**src/rtl/cds_seq_pkg.sv**
```systemverilog
`timescale 1ns/1ps
package cds_seq_pkg;
  typedef enum logic [2:0] {
    PH_IDLE   = 3'd0,
    PH_RST    = 3'd1,
    PH_SETTLE = 3'd2,
    PH_SHR    = 3'd3,
    PH_XFER   = 3'd4,
    PH_SHS    = 3'd5,
    PH_DONE   = 3'd6
  } phase_e;

  // storage gate level codes
  localparam logic [1:0] SG_LOW = 2'b00;
  localparam logic [1:0] SG_MID = 2'b01;

  // slot order of the packed phase-length vector
  localparam int DI_RST = 0;
  localparam int DI_SET = 1;
  localparam int DI_SHR = 2;
  localparam int DI_XFR = 3;
  localparam int DI_SHS = 4;
  localparam int N_DUR  = 5;
endpackage

```
**src/rtl/cds_req_slot.sv**
```systemverilog
`timescale 1ns/1ps
module cds_req_slot #(
  parameter int ROW_W  = 10,
  parameter int BIDX_W = 2,
  parameter int DUR_W  = 8,
  parameter int N_DUR  = 5
) (
  input  logic                   clk,
  input  logic                   rst_n,
  input  logic                   in_valid,
  output logic                   in_ready,
  input  logic [ROW_W-1:0]       in_row,
  input  logic [BIDX_W-1:0]      in_bcnt,
  input  logic [N_DUR*DUR_W-1:0] in_dur,
  input  logic                   pop,
  output logic                   full,
  output logic [ROW_W-1:0]       out_row,
  output logic [BIDX_W-1:0]      out_bcnt,
  output logic [N_DUR*DUR_W-1:0] out_dur
);
  logic push;

  assign in_ready = !full;
  assign push     = in_valid && in_ready;

  always_ff @(posedge clk or negedge rst_n) begin
    if (!rst_n) begin
      full     <= 1'b0;
      out_row  <= '0;
      out_bcnt <= '0;
      out_dur  <= '0;
    end else begin
      if (push) begin
        full     <= 1'b1;
        out_row  <= in_row;
        out_bcnt <= in_bcnt;
        out_dur  <= in_dur;
      end else if (pop) begin
        full <= 1'b0;
      end
    end
  end
endmodule

```
**src/rtl/cds_phase_timer.sv**
```systemverilog
`timescale 1ns/1ps
module cds_phase_timer #(
  parameter int DUR_W = 8
) (
  input  logic             clk,
  input  logic             rst_n,
  input  logic             load,
  input  logic [DUR_W-1:0] len,
  output logic             expired
);
  logic [DUR_W-1:0] cnt;

  always_ff @(posedge clk or negedge rst_n) begin
    if (!rst_n) begin
      cnt <= '0;
    end else if (load) begin
      // a length of zero behaves like one cycle
      cnt <= (len == '0) ? '0 : len - DUR_W'(1);
    end else if (cnt != '0) begin
      cnt <= cnt - DUR_W'(1);
    end
  end

  assign expired = (cnt == '0);
endmodule

```
**src/rtl/cds_gate_driver.sv**
```systemverilog
`timescale 1ns/1ps
module cds_gate_driver
  import cds_seq_pkg::*;
#(
  parameter int NUM_BUCKETS = 4,
  parameter int BIDX_W      = 2
) (
  input  logic                     xfer_en,
  input  logic [BIDX_W-1:0]        sel,
  output logic [2*NUM_BUCKETS-1:0] sg_level
);
  for (genvar g = 0; g < NUM_BUCKETS; g++) begin : g_gate
    assign sg_level[2*g +: 2] = (xfer_en && (sel == BIDX_W'(g))) ? SG_LOW : SG_MID;
  end
endmodule

```
**src/rtl/cds_row_sequencer.sv**
```systemverilog
`timescale 1ns/1ps
module cds_row_sequencer
  import cds_seq_pkg::*;
#(
  parameter int NUM_BUCKETS = 4,
  parameter int ROW_W       = 10,
  parameter int DUR_W       = 8,
  localparam int BIDX_W     = (NUM_BUCKETS > 1) ? $clog2(NUM_BUCKETS) : 1
) (
  input  logic                     clk,
  input  logic                     rst_n,
  input  logic                     req_valid,
  output logic                     req_ready,
  input  logic [ROW_W-1:0]         req_row,
  input  logic [BIDX_W-1:0]        req_bcnt,
  input  logic [DUR_W-1:0]         dur_rst,
  input  logic [DUR_W-1:0]         dur_settle,
  input  logic [DUR_W-1:0]         dur_shr,
  input  logic [DUR_W-1:0]         dur_xfer,
  input  logic [DUR_W-1:0]         dur_shs,
  output logic                     row_sel,
  output logic [ROW_W-1:0]         row_addr,
  output logic                     fd_rst,
  output logic                     shr,
  output logic                     shs,
  output logic [2*NUM_BUCKETS-1:0] sg_level,
  output logic [BIDX_W-1:0]        bkt_idx,
  output logic                     row_done
);
  localparam int  DV_W = N_DUR * DUR_W;
  localparam bit  POW2 = ((1 << BIDX_W) == NUM_BUCKETS);

  logic [DV_W-1:0]   req_dur;
  logic              s_full;
  logic [ROW_W-1:0]  s_row;
  logic [BIDX_W-1:0] s_bcnt;
  logic [BIDX_W-1:0] s_last;
  logic [DV_W-1:0]   s_dur;
  logic              start;

  phase_e            ph, ph_n;
  logic [ROW_W-1:0]  act_row;
  logic [BIDX_W-1:0] act_last;
  logic [DV_W-1:0]   act_dur;
  logic [BIDX_W-1:0] bidx, bidx_n;
  logic              t_load;
  logic [DUR_W-1:0]  t_len;
  logic              t_exp;

  assign req_dur = {dur_shs, dur_xfer, dur_shr, dur_settle, dur_rst};

  cds_req_slot #(
    .ROW_W (ROW_W),
    .BIDX_W(BIDX_W),
    .DUR_W (DUR_W),
    .N_DUR (N_DUR)
  ) u_slot (
    .clk     (clk),
    .rst_n   (rst_n),
    .in_valid(req_valid),
    .in_ready(req_ready),
    .in_row  (req_row),
    .in_bcnt (req_bcnt),
    .in_dur  (req_dur),
    .pop     (start),
    .full    (s_full),
    .out_row (s_row),
    .out_bcnt(s_bcnt),
    .out_dur (s_dur)
  );

  // bucket-count clamp only exists when not every code is a legal count
  if (POW2) begin : g_cnt_pass
    assign s_last = s_bcnt;
  end else begin : g_cnt_clamp
    assign s_last = (s_bcnt > BIDX_W'(NUM_BUCKETS - 1)) ? BIDX_W'(NUM_BUCKETS - 1) : s_bcnt;
  end

  assign start = ((ph == PH_IDLE) || (ph == PH_DONE)) && s_full;

  cds_phase_timer #(.DUR_W(DUR_W)) u_timer (
    .clk    (clk),
    .rst_n  (rst_n),
    .load   (t_load),
    .len    (t_len),
    .expired(t_exp)
  );

  always_comb begin
    ph_n   = ph;
    bidx_n = bidx;
    t_load = 1'b0;
    t_len  = '0;
    unique case (ph)
      PH_IDLE, PH_DONE: begin
        bidx_n = '0;
        if (s_full) begin
          ph_n   = PH_RST;
          t_load = 1'b1;
          t_len  = s_dur[DI_RST*DUR_W +: DUR_W];
        end else begin
          ph_n = PH_IDLE;
        end
      end
      PH_RST: if (t_exp) begin
        ph_n   = PH_SETTLE;
        t_load = 1'b1;
        t_len  = act_dur[DI_SET*DUR_W +: DUR_W];
      end
      PH_SETTLE: if (t_exp) begin
        ph_n   = PH_SHR;
        t_load = 1'b1;
        t_len  = act_dur[DI_SHR*DUR_W +: DUR_W];
      end
      PH_SHR: if (t_exp) begin
        ph_n   = PH_XFER;
        t_load = 1'b1;
        t_len  = act_dur[DI_XFR*DUR_W +: DUR_W];
      end
      PH_XFER: if (t_exp) begin
        ph_n   = PH_SHS;
        t_load = 1'b1;
        t_len  = act_dur[DI_SHS*DUR_W +: DUR_W];
      end
      PH_SHS: if (t_exp) begin
        if (bidx == act_last) begin
          ph_n = PH_DONE;
        end else begin
          ph_n   = PH_RST;
          bidx_n = bidx + BIDX_W'(1);
          t_load = 1'b1;
          t_len  = act_dur[DI_RST*DUR_W +: DUR_W];
        end
      end
      default: ph_n = PH_IDLE;
    endcase
  end

  always_ff @(posedge clk or negedge rst_n) begin
    if (!rst_n) begin
      ph       <= PH_IDLE;
      bidx     <= '0;
      act_row  <= '0;
      act_last <= '0;
      act_dur  <= '0;
    end else begin
      ph   <= ph_n;
      bidx <= bidx_n;
      if (start) begin
        act_row  <= s_row;
        act_last <= s_last;
        act_dur  <= s_dur;
      end
    end
  end

  cds_gate_driver #(
    .NUM_BUCKETS(NUM_BUCKETS),
    .BIDX_W     (BIDX_W)
  ) u_gates (
    .xfer_en (ph == PH_XFER),
    .sel     (bidx),
    .sg_level(sg_level)
  );

  assign row_sel  = (ph == PH_RST) || (ph == PH_SETTLE) || (ph == PH_SHR) ||
                    (ph == PH_XFER) || (ph == PH_SHS);
  assign fd_rst   = (ph == PH_RST);
  assign shr      = (ph == PH_SHR);
  assign shs      = (ph == PH_SHS);
  assign row_done = (ph == PH_DONE);
  assign row_addr = row_sel ? act_row : '0;
  assign bkt_idx  = row_sel ? bidx : '0;
endmodule

```
**config.mk**
```make
export PLATFORM = sky130hd
export DESIGN_NAME = cds_row_sequencer
export DESIGN_NICKNAME = d
export VERILOG_FILES = /design/src/rtl/cds_seq_pkg.sv /design/src/rtl/cds_req_slot.sv /design/src/rtl/cds_phase_timer.sv /design/src/rtl/cds_gate_driver.sv /design/src/rtl/cds_row_sequencer.sv
export SDC_FILE = /design/constraint.sdc
export NUM_CORES = 1
export LEC_CHECK = 0
export BUFFER_PORTS_ARGS = -buffer_cell sky130_fd_sc_hd__buf_2
export CELL_PAD_IN_SITES_DETAIL_PLACEMENT = 1
export CELL_PAD_IN_SITES_GLOBAL_PLACEMENT = 1
export CORE_MARGIN = 2
export CORE_UTILIZATION = 41
export CTS_CLUSTER_DIAMETER = 40
export DETAILED_ROUTE_END_ITERATION = 10
export PLACE_DENSITY = 0.8
export RECOVER_POWER = 100
export SYNTH_ARGS = -nofsm -noshare
export SYNTH_HDL_FRONTEND = slang
export SYNTH_SLANG_ARGS = --single-unit
```
**constraint.sdc**
```tcl
create_clock -name clk -period 5.4 [get_ports clk]
set_input_delay 1.08 -clock clk [delete_from_list [all_inputs] [get_ports clk]]
set_output_delay 1.08 -clock clk [all_outputs]
set_load 0.005 [all_outputs]
```
==> run_results.csv, run 1 <==
group,metric,value,unit
min_path,worst_hold_path.endpoint,"act_dur[29]$_DFFE_PN0P_",
clock_network,post-cts-setup-buffers,0,
timing,final_tns_setup,0,ps
power,power_switching,1.29,mW
min_path,timing.hold.worst.start,"u_slot.out_dur[29]$_DFFE_PN0P_",
grt,pin_count_of_the_biggest_net_entering_global_routing,69,
setup_path,r2r_slack,1130,ps
flow_run,max-cap-violations,5,
clock_network,cts-buffers-inserted,17,
finish,synthToLayoutAreaGrowth,18.9,%
clock_network,clock_sink_count,118,
setup_path,crit_chain,"buf_2 -> nor2b_1 -> clkbuf_1 -> mux2_2",
synth,syn-instance-count,533,
synth,synth_edf_count,0,
drt,vias_per_cell,5.21,
setup_path,crit_fanout,27,
power,power_density,590,nW/µm²
power,fraction_of_power_consumed_by_sequential_logic,0.408,
setup_path,crit-reg2reg-launch,"ph[1]$_DFFE_PN0P_",
setup_path,critical_path_class,"in2reg",
floorplanning,core.rowCount,42,
floorplanning,io_pins,81,
timing,finalSetupViolCount,0,
setup_path,crit-reg2reg-capture,"u_timer.cnt[2]$_DFFE_PN0P_",
grt,grt_antenna_before_repair,2,
power,power.share.combinational,0.282,
finish,fillCellCount,1502,
min_path,timing.hold.worst_path_depth,2,
clock_network,post_cts.resized_instances,0,
floorplanning,starting_density_of_the_core,0.420,
synth,ys.warnings.count,0,
grt,first_global_vias,4617,
timing,fmaxAchievable,233,MHz
grt,global_route_wire_length_before_repair,23400,µm
placed_design,io_buffers,76,
synth,yosysUniqueCellTypes,57,
power,cell_internal_power,2.62,mW
timing,rsz0062_at_grt,"false",
timing,final_hold_viol_count,0,
clock_network,clk_root_buffer_cell,"clkbuf_16",
drt,drtAntennaViolNets,0,
synth,ys_async_sr_fraction,1.00,
placed_design,dp.final_hpwl,9340,µm
clock_network,cts_tree,"yes",
setup_path,crit_family,"simple AND/OR/NAND/NOR gates",
timing,skew,10.4,ps
run_status,status,"finished with violations",
setup_path,worstPathArrival,4590,ps
setup_path,start_kind,"input pin",
clock_network,cts_hold_repair_buffers,0,
synth,synth.avg_cell_area,10.4,µm²
finish,drive_gt1_frac,0.260,
timing,final_period_minus_worst_setup_slack,4290,ps
synth,synth-main-ff-cell,"dfrtp_1",
clock_network,clk_path_buf_depth,2,
clock_network,clk_transition_reported_paths,50,ps
drt,routed_wire_length_per_instance,17.8,µm
drt,drt_pass1_iterations,4,
timing,hold_slack,467,ps
floorplanning,design.die.area,14500,µm²
grt,grt_usage,0.210,
synth,ys_seq_area_frac,0.531,
setup_path,critPathBufInv,2,
setup_path,cpPeakStageDelay,1720,ps
clock_network,htree_num_levels,4,
floorplanning,floorplan.core_area,13200,µm²
placed_design,place_congestion,0.865,
power,fraction_of_power_spent_switching_nets,0.329,
power,clock_power_share,0.311,
drt,dr.first_iter.drc_count,232,
timing,report.final.slew_viol_count,212,
synth,flip_flop_and_latch_count_after_synthesis,118,
timing,worstMarginPinSlew,3640,ps
setup_path,cp-end-kind,"register",
run_status,violations,"capacitance limit, slew limit",
power,p_leak,3.22,nW
drt,detailroute.via_count,4126,
setup_path,worst_ep_required_time,5700,ps
synth,synth_area,5560,µm²
timing,slew_headroom,-1.42,
setup_path,worst_path_cell_with_the_longest_stage_delay,"nor2b_1",
timing,post-route-period-util,0.794,
finish,fin_nets,665,
drt,drt_wl_total,14100,µm
floorplanning,die_width,120,µm
setup_path,reg2regPathDepth,8,
min_path,holdCritPathClass,"reg2reg",
floorplanning,die_h,120,µm
clock_network,worstSkewPairLatency,420,ps
power,max-vdd-ir-drop,0.000251,V
grt,grt.overflow.total,0,
drt,post-route-drc-count,0,
-- worst max-delay path by stage --
stage                                           to  slack [ps]  cells after the start         startpoint
global route            u_timer.cnt[1]$_DFFE_PN0P_         650                      2              rst_n
global placement                        bkt_idx[1]        2050                      4  ph[0]$_DFFE_PN0P_
CTS                                     bkt_idx[1]        1520                      4  ph[0]$_DFFE_PN0P_
floorplan               u_timer.cnt[4]$_DFFE_PN0P_        2860                     13  ph[1]$_DFFE_PN0P_
detailed placement      u_timer.cnt[4]$_DFFE_PN0P_        1920                     10  ph[1]$_DFFE_PN0P_
finish              u_slot.out_dur[31]$_DFFE_PN0P_        1110                      4          req_valid
-- state kept, by name (all words and copies together), names as in the netlist --
register,count
u_timer.cnt,8
u_slot.out_row,10
act_last,2
act_row,10
bidx,2
ph,3
u_slot.out_dur,40
u_slot.full,1
act_dur,40
u_slot.out_bcnt,2
-- power groups by stage --
stage / Combinational, mW / Sequential, mW / Clock (mW)
final: 1.10 / 1.59 / 1.21
after global routing: 1.24 / 1.65 / 1.27
after CTS: 1.13 / 1.60 / 1.23
after detailed placement: 1.11 / 1.60 / 0
after global placement: 1.05 / 1.58 / 0
after floorplan: 0.898 / 1.45 / 0
-- worst reg2reg max path, delay by kind of cell (launching register included) --
kind,cells,cell delay (ps)
flops,1,870
buf+inv,2,710
compound gates,3,1800
fa+ha+maj,1,310
xor+xnor,1,310
simple gates,1,110
-- layer usage --
layer  GRT usage  vias to the layer above  part of all wire
met5           0                        -                 0
met4      0.0807                        0             0.024
met3      0.0566                       27             0.054
met2       0.346                      118              0.49
met1       0.265                     2047              0.44
li1            -                     1934                 -
-- logic make-up (layout without fill, tap and decap cells) --
kind of cell | count (synthesis) | in the layout | share of synthesized area
buffers and inverters | 46 | 125 | 0.0432
DFF | 118 | 118 | 0.531
AOI/OAI and AO/OA | 57 | 57 | 0.0760
muxes | 62 | 62 | 0.124
xor gates and xnor gates | 13 | 13 | 0.0205
other | 1 | 5 | 0.000674
adders and majority gates | 8 | 8 | 0.0180
and+or+nand+nor | 228 | 228 | 0.187
-- Yosys cell counts, drive strengths merged (4+ instances only) --
cell type	number	area (µm²)
nand2	170	641
dfrtp	118	2950
mux2	56	631
buf	18	135
clkbuf	16	60.1
and2	13	81.3
inv	12	45.0
nor2	11	41.3
a21oi	10	50.1
ha	8	100
xnor2	8	70.1
o21ai	7	35.0
mux2i	6	60.1
o211ai	6	45.0
nor3	5	25.0
nor4bb	5	50.1
o22ai	5	31.3
xor2	5	43.8
nor2b	4	25.0
o31ai	4	43.8
-- layout make-up --
type,count,area (µm²),area share
sequential,118,2950,0.446
clock buffer,20,457,0.0690
timing repair buffer,81,395,0.0598
inverter,12,45.0,0.00681
tap,176,220,0.0333
clock inverter,12,176,0.0267
antenna,1,2.50,0.000378
multi-input combinational,372,2370,0.358
-- cells in the final DEF, fill, tap and decap left out, types with 5 or more instances in the layout --
master	n
and2_0	13
nor4bb_1	5
clkbuf_1	13
o22ai_1	5
mux2i_1	6
buf_2	67
xnor2_1	8
inv_1	12
a21oi_1	10
o211ai_1	6
o21ai_0	7
clkbuf_16	17
dfrtp_1	118
ha_1	8
nor2_1	11
xor2_1	5
mux2_2	54
nand2_1	169
nor3_1	5
-- stage by stage --
| stage | area, µm² | total power, mW | setup WS (ps) | cells | util |
|---|---|---|---|---|---|
| detailed placement | 6030 | 2.71 | 1920 | 759 | 0.455 |
| global placement | 6030 | 2.63 | 2050 | 759 | 0.455 |
| CTS | 6670 | 3.96 | 1520 | 791 | 0.503 |
| global route | 6620 | 4.16 | 650 | 792 | 0.500 |
| finish | 6620 | 3.90 | 1110 | 792 | 0.500 |
| floorplan | 5570 | 2.35 | 2860 | 536 | - |
Note: power is estimated with default switching activity, not from simulation.
==> inputs of run 2 (changes only) <==
--- a/config.mk
+++ b/config.mk
@@ -9,10 +9,10 @@
 export CELL_PAD_IN_SITES_DETAIL_PLACEMENT = 1
 export CELL_PAD_IN_SITES_GLOBAL_PLACEMENT = 1
 export CORE_MARGIN = 2
-export CORE_UTILIZATION = 41
+export CORE_UTILIZATION = 40
 export CTS_CLUSTER_DIAMETER = 40
 export DETAILED_ROUTE_END_ITERATION = 10
-export PLACE_DENSITY = 0.8
+export PLACE_DENSITY = 0.81
 export RECOVER_POWER = 100
 export SYNTH_ARGS = -nofsm -noshare
 export SYNTH_HDL_FRONTEND = slang
==> constraint.sdc (replaced) <==
create_clock -name clk -period 3.6 [get_ports clk]
set_input_delay 0.72 -clock clk [delete_from_list [all_inputs] [get_ports clk]]
set_output_delay 0.72 -clock clk [all_outputs]
set_load 0.005 [all_outputs]
==> run 2 against run 1 <==
The run still ends with capacitance limit, slew limit left; flip-flop and latch count unchanged; register-to-register slack got worse by 720 ps; clock-buffer cell count unchanged; clock skew decreased by 2.8 ps; highest routed layer unchanged; critical endpoint is now bkt_idx[0]; worst setup slack got worse by 800 ps; worst hold slack improved by 4.0 ps; final cell count increased by 0.76%; largest cell class unchanged; sequential share of layout area decreased by 0.13 points; non-clock buffer count increased by 5; via count increased by 0.32%; global-route usage decreased by 0.15 points; sequential power increased by 50%.
==> run_results.csv, run 2 (same netlist as run 1, synthesis figures left out) <==
group,metric,value,unit
floorplanning,starting_density_of_the_core,0.405,
grt,first_global_vias,4611,
timing,fmaxAchievable,304,MHz
setup_path,start_kind,"register",
power,max-vdd-ir-drop,0.000464,V
drt,routed_wire_length_per_instance,17.5,µm
setup_path,crit_fanout,27,
clock_network,clk_root_buffer_cell,"clkbuf_16",
drt,drt_pass1_iterations,6,
setup_path,worstPathArrival,2570,ps
floorplanning,io_pins,81,
finish,multi_input_comb_area,2370,µm²
timing,slew_headroom,-0.719,
drt,vias_per_cell,5.19,
finish,drive_gt1_frac,0.273,
timing,finalSetupViolCount,0,
timing,report.final.slew_viol_count,119,
grt,grt_usage,0.209,
power,p_leak,3.24,nW
timing,hold_slack,471,ps
placed_design,place_congestion,0.863,
power,pnr_total_power,5.82,mW
clock_network,htree_num_levels,4,
power,power_density,877,nW/µm²
run_status,status,"finished with violations",
clock_network,post_cts.resized_instances,0,
setup_path,cp-end-kind,"output pin",
placed_design,placed_area,6090,µm²
clock_network,clk_transition_reported_paths,50,ps
drt,drt_wl_total,14000,µm
floorplanning,die_h,122,µm
clock_network,worstSkewPairLatency,420,ps
finish,synthToLayoutAreaGrowth,19.3,%
finish,fillCellCount,1536,
clock_network,cts-buffers-inserted,17,
grt,global_route_wire_length_before_repair,23600,µm
finish,antenna_cells,0,
floorplanning,core.rowCount,43,
drt,drtAntennaViolNets,0,
finish,layout_top_registers,"act_dur x40, u_slot.out_dur x40",
timing,final_hold_viol_count,0,
timing,final_tns_setup,0,ps
grt,grt.overflow.total,0,
placed_design,dp.final_hpwl,9680,µm
drt,post-route-drc-count,0,
finish,fin_nets,670,
timing,final_period_minus_worst_setup_slack,3290,ps
finish,most_common_cell_after_layout_fill_and_taps_aside,"nand2_1",
grt,grt_antenna_before_repair,0,
timing,skew,7.67,ps
drt,detailroute.via_count,4139,
run_status,violations,"capacitance limit, slew limit",
drt,dr.first_iter.drc_count,186,
clock_network,post-cts-setup-buffers,0,
min_path,holdCritPathClass,"reg2reg",
floorplanning,design.die.area,14900,µm²
grt,pin_count_of_the_biggest_net_entering_global_routing,119,
timing,post-route-period-util,0.914,
floorplanning,floorplan.core_area,13700,µm²
setup_path,worst_ep_required_time,2880,ps
finish,mostFrequentLayoutCells,"nand2_1 (170), dfrtp_1 (118), buf_2 (71), mux2_2 (55), clkbuf_16 (17)",
setup_path,critical_path_class,"reg2out",
clock_network,clock_sink_count,118,
clock_network,clk_path_buf_depth,2,
finish,final_design_area_no_fill,6640,µm²
placed_design,io_buffers,76,
flow_run,max-cap-violations,1,
timing,rsz0062_at_grt,"false",
timing,worstMarginPinSlew,2580,ps
clock_network,cts_hold_repair_buffers,0,
clock_network,cts_tree,"yes",
floorplanning,die_width,122,µm
finish,layout.area.seq,2950,µm²
==> run 2: final cells by class <==
type | count | share of cell area
inverters | 12 | 0.00679
multi-input cells | 372 | 0.358
flip-flops and latches | 118 | 0.445
repair buffers | 86 | 0.0658
clock inverters | 10 | 0.0234
clock buffers | 20 | 0.0673
well taps | 180 | 0.0339
==> run 2: per-stage QoR <==
stage	utilization	cells	worst slack [ps]
after detailed placement	0.444	768	499
after global placement	0.444	768	682
after global routing	0.484	798	142
after CTS	0.488	798	478
after floorplan	-	536	1060
final	0.484	798	311
==> run 2: critical path: stages (launching register included) <==
cell	delay [ps]
dfrtp_1	880
nor3_1	180
a21oi_1	170
clkbuf_1	490
and2_1	290
buf_2	140
==> run 2: worst paths after layout <==
path	from	end	slack, ps	depth (start not counted)
min in group asynchronous	rst_n	u_slot.out_dur[14]$_DFFE_PN0P_	1230	2
min reg2reg	u_slot.out_row[4]$_DFFE_PN0P_	act_row[4]$_DFFE_PN0P_	470	2
max reg2reg	ph[2]$_DFFE_PN0P_	u_timer.cnt[4]$_DFFE_PN0P_	410	9
max	ph[2]$_DFFE_PN0P_	bkt_idx[0]	310	5
min	u_slot.out_row[4]$_DFFE_PN0P_	act_row[4]$_DFFE_PN0P_	470	2
max in group asynchronous	rst_n	u_timer.cnt[1]$_DFFE_PN0P_	850	2
==> run 2: per-layer routing <==
metal  vias up  global-route usage  routed length [µm]
li1       1928                   -                   -
met1      2100               0.260                6250
met2        84               0.338                6740
met3        27              0.0566                 581
met4         0              0.0984                 406
met5         -                   0                   0
==> run 2: report_power, final <==
part / total [mW] / internal (mW) / switching, mW / leakage [nW]
Clock: 1.74 / 1.16 / 0.580 / 0.292
Sequential: 2.38 / 1.93 / 0.453 / 1.46
Combinational: 1.70 / 0.816 / 0.882 / 1.49
Total: 5.82 / 3.91 / 1.91 / 3.24
==> inputs of run 3 (changes only) <==
--- a/config.mk
+++ b/config.mk
@@ -9,11 +9,12 @@
 export CELL_PAD_IN_SITES_DETAIL_PLACEMENT = 1
 export CELL_PAD_IN_SITES_GLOBAL_PLACEMENT = 1
 export CORE_MARGIN = 2
-export CORE_UTILIZATION = 40
+export CORE_UTILIZATION = 41
 export CTS_CLUSTER_DIAMETER = 40
 export DETAILED_ROUTE_END_ITERATION = 10
-export PLACE_DENSITY = 0.81
+export PLACE_DENSITY = 0.77
 export RECOVER_POWER = 100
 export SYNTH_ARGS = -nofsm -noshare
 export SYNTH_HDL_FRONTEND = slang
+export SYNTH_HIERARCHICAL = 1
 export SYNTH_SLANG_ARGS = --single-unit
==> constraint.sdc (replaced) <==
create_clock -name clk -period 3.17 [get_ports clk]
set_input_delay 0.634 -clock clk [delete_from_list [all_inputs] [get_ports clk]]
set_output_delay 0.634 -clock clk [all_outputs]
set_load 0.005 [all_outputs]
==> run 3 against run 2 <==
The run still ends with capacitance limit, slew limit left; critical path type is now reg2reg; via count fell by 7.4%; non-clock buffer count grew 24; worst setup slack got worse by 270 ps; register-to-register slack lost 370 ps; critical endpoint is now u_timer/cnt[7]$_DFFE_PN0P_; highest routed layer unchanged; final cell count is 8.9% lower; synthesized cell count decreased by 19%.
==> run_results.csv, run 3 <==
group,metric,value,unit
min_path,worst_hold_path.endpoint,"u_slot/out_dur[26]$_DFFE_PN0P_",
synth,synth_top_area_share,0.514,
grt,pin_count_of_the_biggest_net_entering_global_routing,62,
grt,grt_antenna_before_repair,0,
clock_network,worstSkewPairLatency,410,ps
clock_network,cts_hold_repair_buffers,0,
grt,global_route_wire_length_before_repair,23000,µm
setup_path,crit_chain,"inv_2 -> ha_4 -> nor3b_2 -> nand2_2 -> inv_4 -> nand3b_1 -> buf_4 -> nor2_1 -> a21oi_2 -> o221ai_2 -> or4_4 -> nor4_4 -> mux2_4 -> a22o_1",
finish,antenna_cells,0,
min_path,timing.hold.worst_path_depth,2,
finish,drive_gt1_frac,0.397,
timing,skew,6.73,ps
setup_path,worst_ep_required_time,3460,ps
synth,ys.warnings.count,6,
timing,hold_slack,441,ps
timing,report.final.slew_viol_count,34,
placed_design,dp.final_hpwl,9370,µm
timing,final_tns_setup,0,ps
floorplanning,design.die.area,15000,µm²
setup_path,crit_family,"simple AND/OR/NAND/NOR gates",
synth,synth.avg_cell_area,13.3,µm²
setup_path,cpPeakStageDelay,600,ps
drt,post-route-drc-count,0,
min_path,timing.hold.worst.start,"dur_xfer[2]",
floorplanning,starting_density_of_the_core,0.417,
synth,ys_top_cells_by_area,"dfrtp_1 (51%), mux2_4 (13%), mux2_2 (8.2%)",
synth,synth_most_common_cell,"dfrtp_1",
setup_path,crit_fanout,4,
timing,final_hold_viol_count,0,
floorplanning,die_width,122,µm
setup_path,critical_path_class,"reg2reg",
synth,flip_flop_and_latch_count_after_synthesis,118,
timing,finalSetupViolCount,0,
grt,first_global_vias,4302,
grt,grt.overflow.total,0,
floorplanning,core.rowCount,43,
timing,post-route-period-util,0.988,
setup_path,cp-end-kind,"register",
setup_path,reg2regPathDepth,14,
drt,drt_wl_total,14400,µm
clock_network,cts-buffers-inserted,17,
setup_path,critPathBufInv,3,
clock_network,htree_num_levels,4,
floorplanning,io_pins,81,
clock_network,clk_transition_reported_paths,50,ps
synth,synth_area,5750,µm²
grt,grt_usage,0.204,
finish,mostFrequentLayoutCells,"dfrtp_1 (118), buf_2 (75), mux2_1 (54), mux2_2 (42), buf_4 (30)",
synth,synth_edf_count,0,
drt,detailroute.via_count,3834,
synth,ys_async_sr_fraction,1.00,
flow_run,max-cap-violations,1,
synth,yosysUniqueCellTypes,59,
drt,routed_wire_length_per_instance,19.8,µm
clock_network,clk_root_buffer_cell,"clkbuf_16",
min_path,holdCritPathClass,"in2reg",
finish,layout_top_registers,"act_dur x40, u_slot/out_dur x40",
placed_design,io_buffers,76,
timing,fmaxAchievable,319,MHz
setup_path,crit-reg2reg-capture,"u_timer/cnt[7]$_DFFE_PN0P_",
drt,drtAntennaViolNets,0,
synth,post-synth-top-area-cell,"dfrtp_1",
synth,syn-instance-count,432,
drt,vias_per_cell,5.27,
power,power_density,987,nW/µm²
setup_path,worstPathArrival,3420,ps
power,max-vdd-ir-drop,0.000371,V
synth,synth-main-ff-cell,"dfrtp_1",
synth,ys_seq_area_frac,0.514,
synth,synth_commonest_cells,"dfrtp_1 (118), mux2_4 (49), mux2_2 (42), inv_1 (17), nor2_1 (17)",
finish,final_core_util,0.498,
run_status,violations,"capacitance limit, slew limit",
floorplanning,die_h,122,µm
finish,synthToLayoutAreaGrowth,19.4,%
setup_path,r2r_slack,40,ps
power,p_leak,3.13,nW
run_status,status,"finished with violations",
floorplanning,floorplan.core_area,13800,µm²
setup_path,worst_path_cell_with_the_longest_stage_delay,"or4_4",
clock_network,cts_tree,"yes",
drt,drt_pass1_iterations,5,
timing,slew_headroom,-0.239,
setup_path,start_kind,"register",
drt,dr.first_iter.drc_count,172,
clock_network,clock_sink_count,118,
placed_design,place_congestion,0.880,
finish,most_common_cell_after_layout_fill_and_taps_aside,"dfrtp_1",
timing,final_period_minus_worst_setup_slack,3130,ps
clock_network,clk_path_buf_depth,2,
power,pnr_total_power,6.77,mW
timing,worstMarginPinSlew,1860,ps
finish,fin_nets,593,
setup_path,crit-reg2reg-launch,"u_timer/cnt[1]$_DFFE_PN0P_",
[run 3: cell type report]
| cell class | count | area (µm²) |
|---|---|---|
| clock buffers | 22 | 454 |
| clock inverters | 9 | 104 |
| fillers | 1498 | 6910 |
| inverters | 18 | 70.1 |
| multi-input cells | 270 | 2430 |
| flip-flops and latches | 118 | 2950 |
| well taps | 180 | 225 |
| repair buffers | 110 | 626 |
[run 3: stage by stage]
step	worst slack, ps	instance area (µm²)	std cells
after floorplan	36.6	5760	435
after global placement	125	6360	685
after detailed placement	-99.0	6360	685
after CTS	4.04	6960	718
after global routing	-55.5	6860	727
final	38.4	6860	727
[run 3: logic make-up (layout without fill, tap and decap cells)]
group,count (synthesis),after routing,share of synthesized area
AO/OA/AOI/OAI,61,61,0.0843
XOR/XNOR,15,15,0.0255
adder cells (fa/ha/maj),3,3,0.00653
buffers and inverters,47,159,0.0483
flip-flops,118,118,0.514
multiplexers,109,109,0.243
other,1,4,0.000653
AND/OR/NAND/NOR,78,78,0.0777
[run 3: layer usage]
layer | track usage | share of wire
met5 | 0 | 0
met3 | 0.0520 | 0.041
met1 | 0.239 | 0.41
met2 | 0.350 | 0.52
met4 | 0.0963 | 0.030
[run 3: worst register-to-register path, stage by stage (launching register included)]
cell and delay (ps):
dfrtp_1 390, inv_2 70, ha_4 160, nor3b_2 170
nand2_2 140, inv_4 60, nand3b_1 150, buf_4 150
nor2_1 60, a21oi_2 120, o221ai_2 120, or4_4 600
nor4_4 260, mux2_4 320, a22o_1 240
[run 3: worst max-delay path by stage]
stage,startpoint,to,depth (start not counted)
global route,u_timer/cnt[1]$_DFFE_PN0P_,u_timer/cnt[7]$_DFFE_PN0P_,14
floorplan,u_timer/cnt[0]$_DFFE_PN0P_,u_timer/cnt[7]$_DFFE_PN0P_,15
CTS,u_timer/cnt[1]$_DFFE_PN0P_,u_timer/cnt[7]$_DFFE_PN0P_,13
global placement,u_timer/cnt[0]$_DFFE_PN0P_,u_timer/cnt[7]$_DFFE_PN0P_,13
finish,u_timer/cnt[1]$_DFFE_PN0P_,u_timer/cnt[7]$_DFFE_PN0P_,14
detailed placement,u_timer/cnt[1]$_DFFE_PN0P_,u_timer/cnt[7]$_DFFE_PN0P_,13
[run 3: repair_timing]
action | CTS | global route
endpoints found under the setup margin | 8 | 8
resized for setup | 6 | 15
pin swaps | 0 | 2
setup buffers | 2 | 9
[run 3: report_power, final]
part	switching [mW]	leakage, nW	internal [mW]	total, mW
logic	1.08	1.42	1.15	2.23
registers	0.500	1.44	2.23	2.73
clock network	0.645	0.270	1.17	1.81
total	2.22	3.13	4.55	6.77
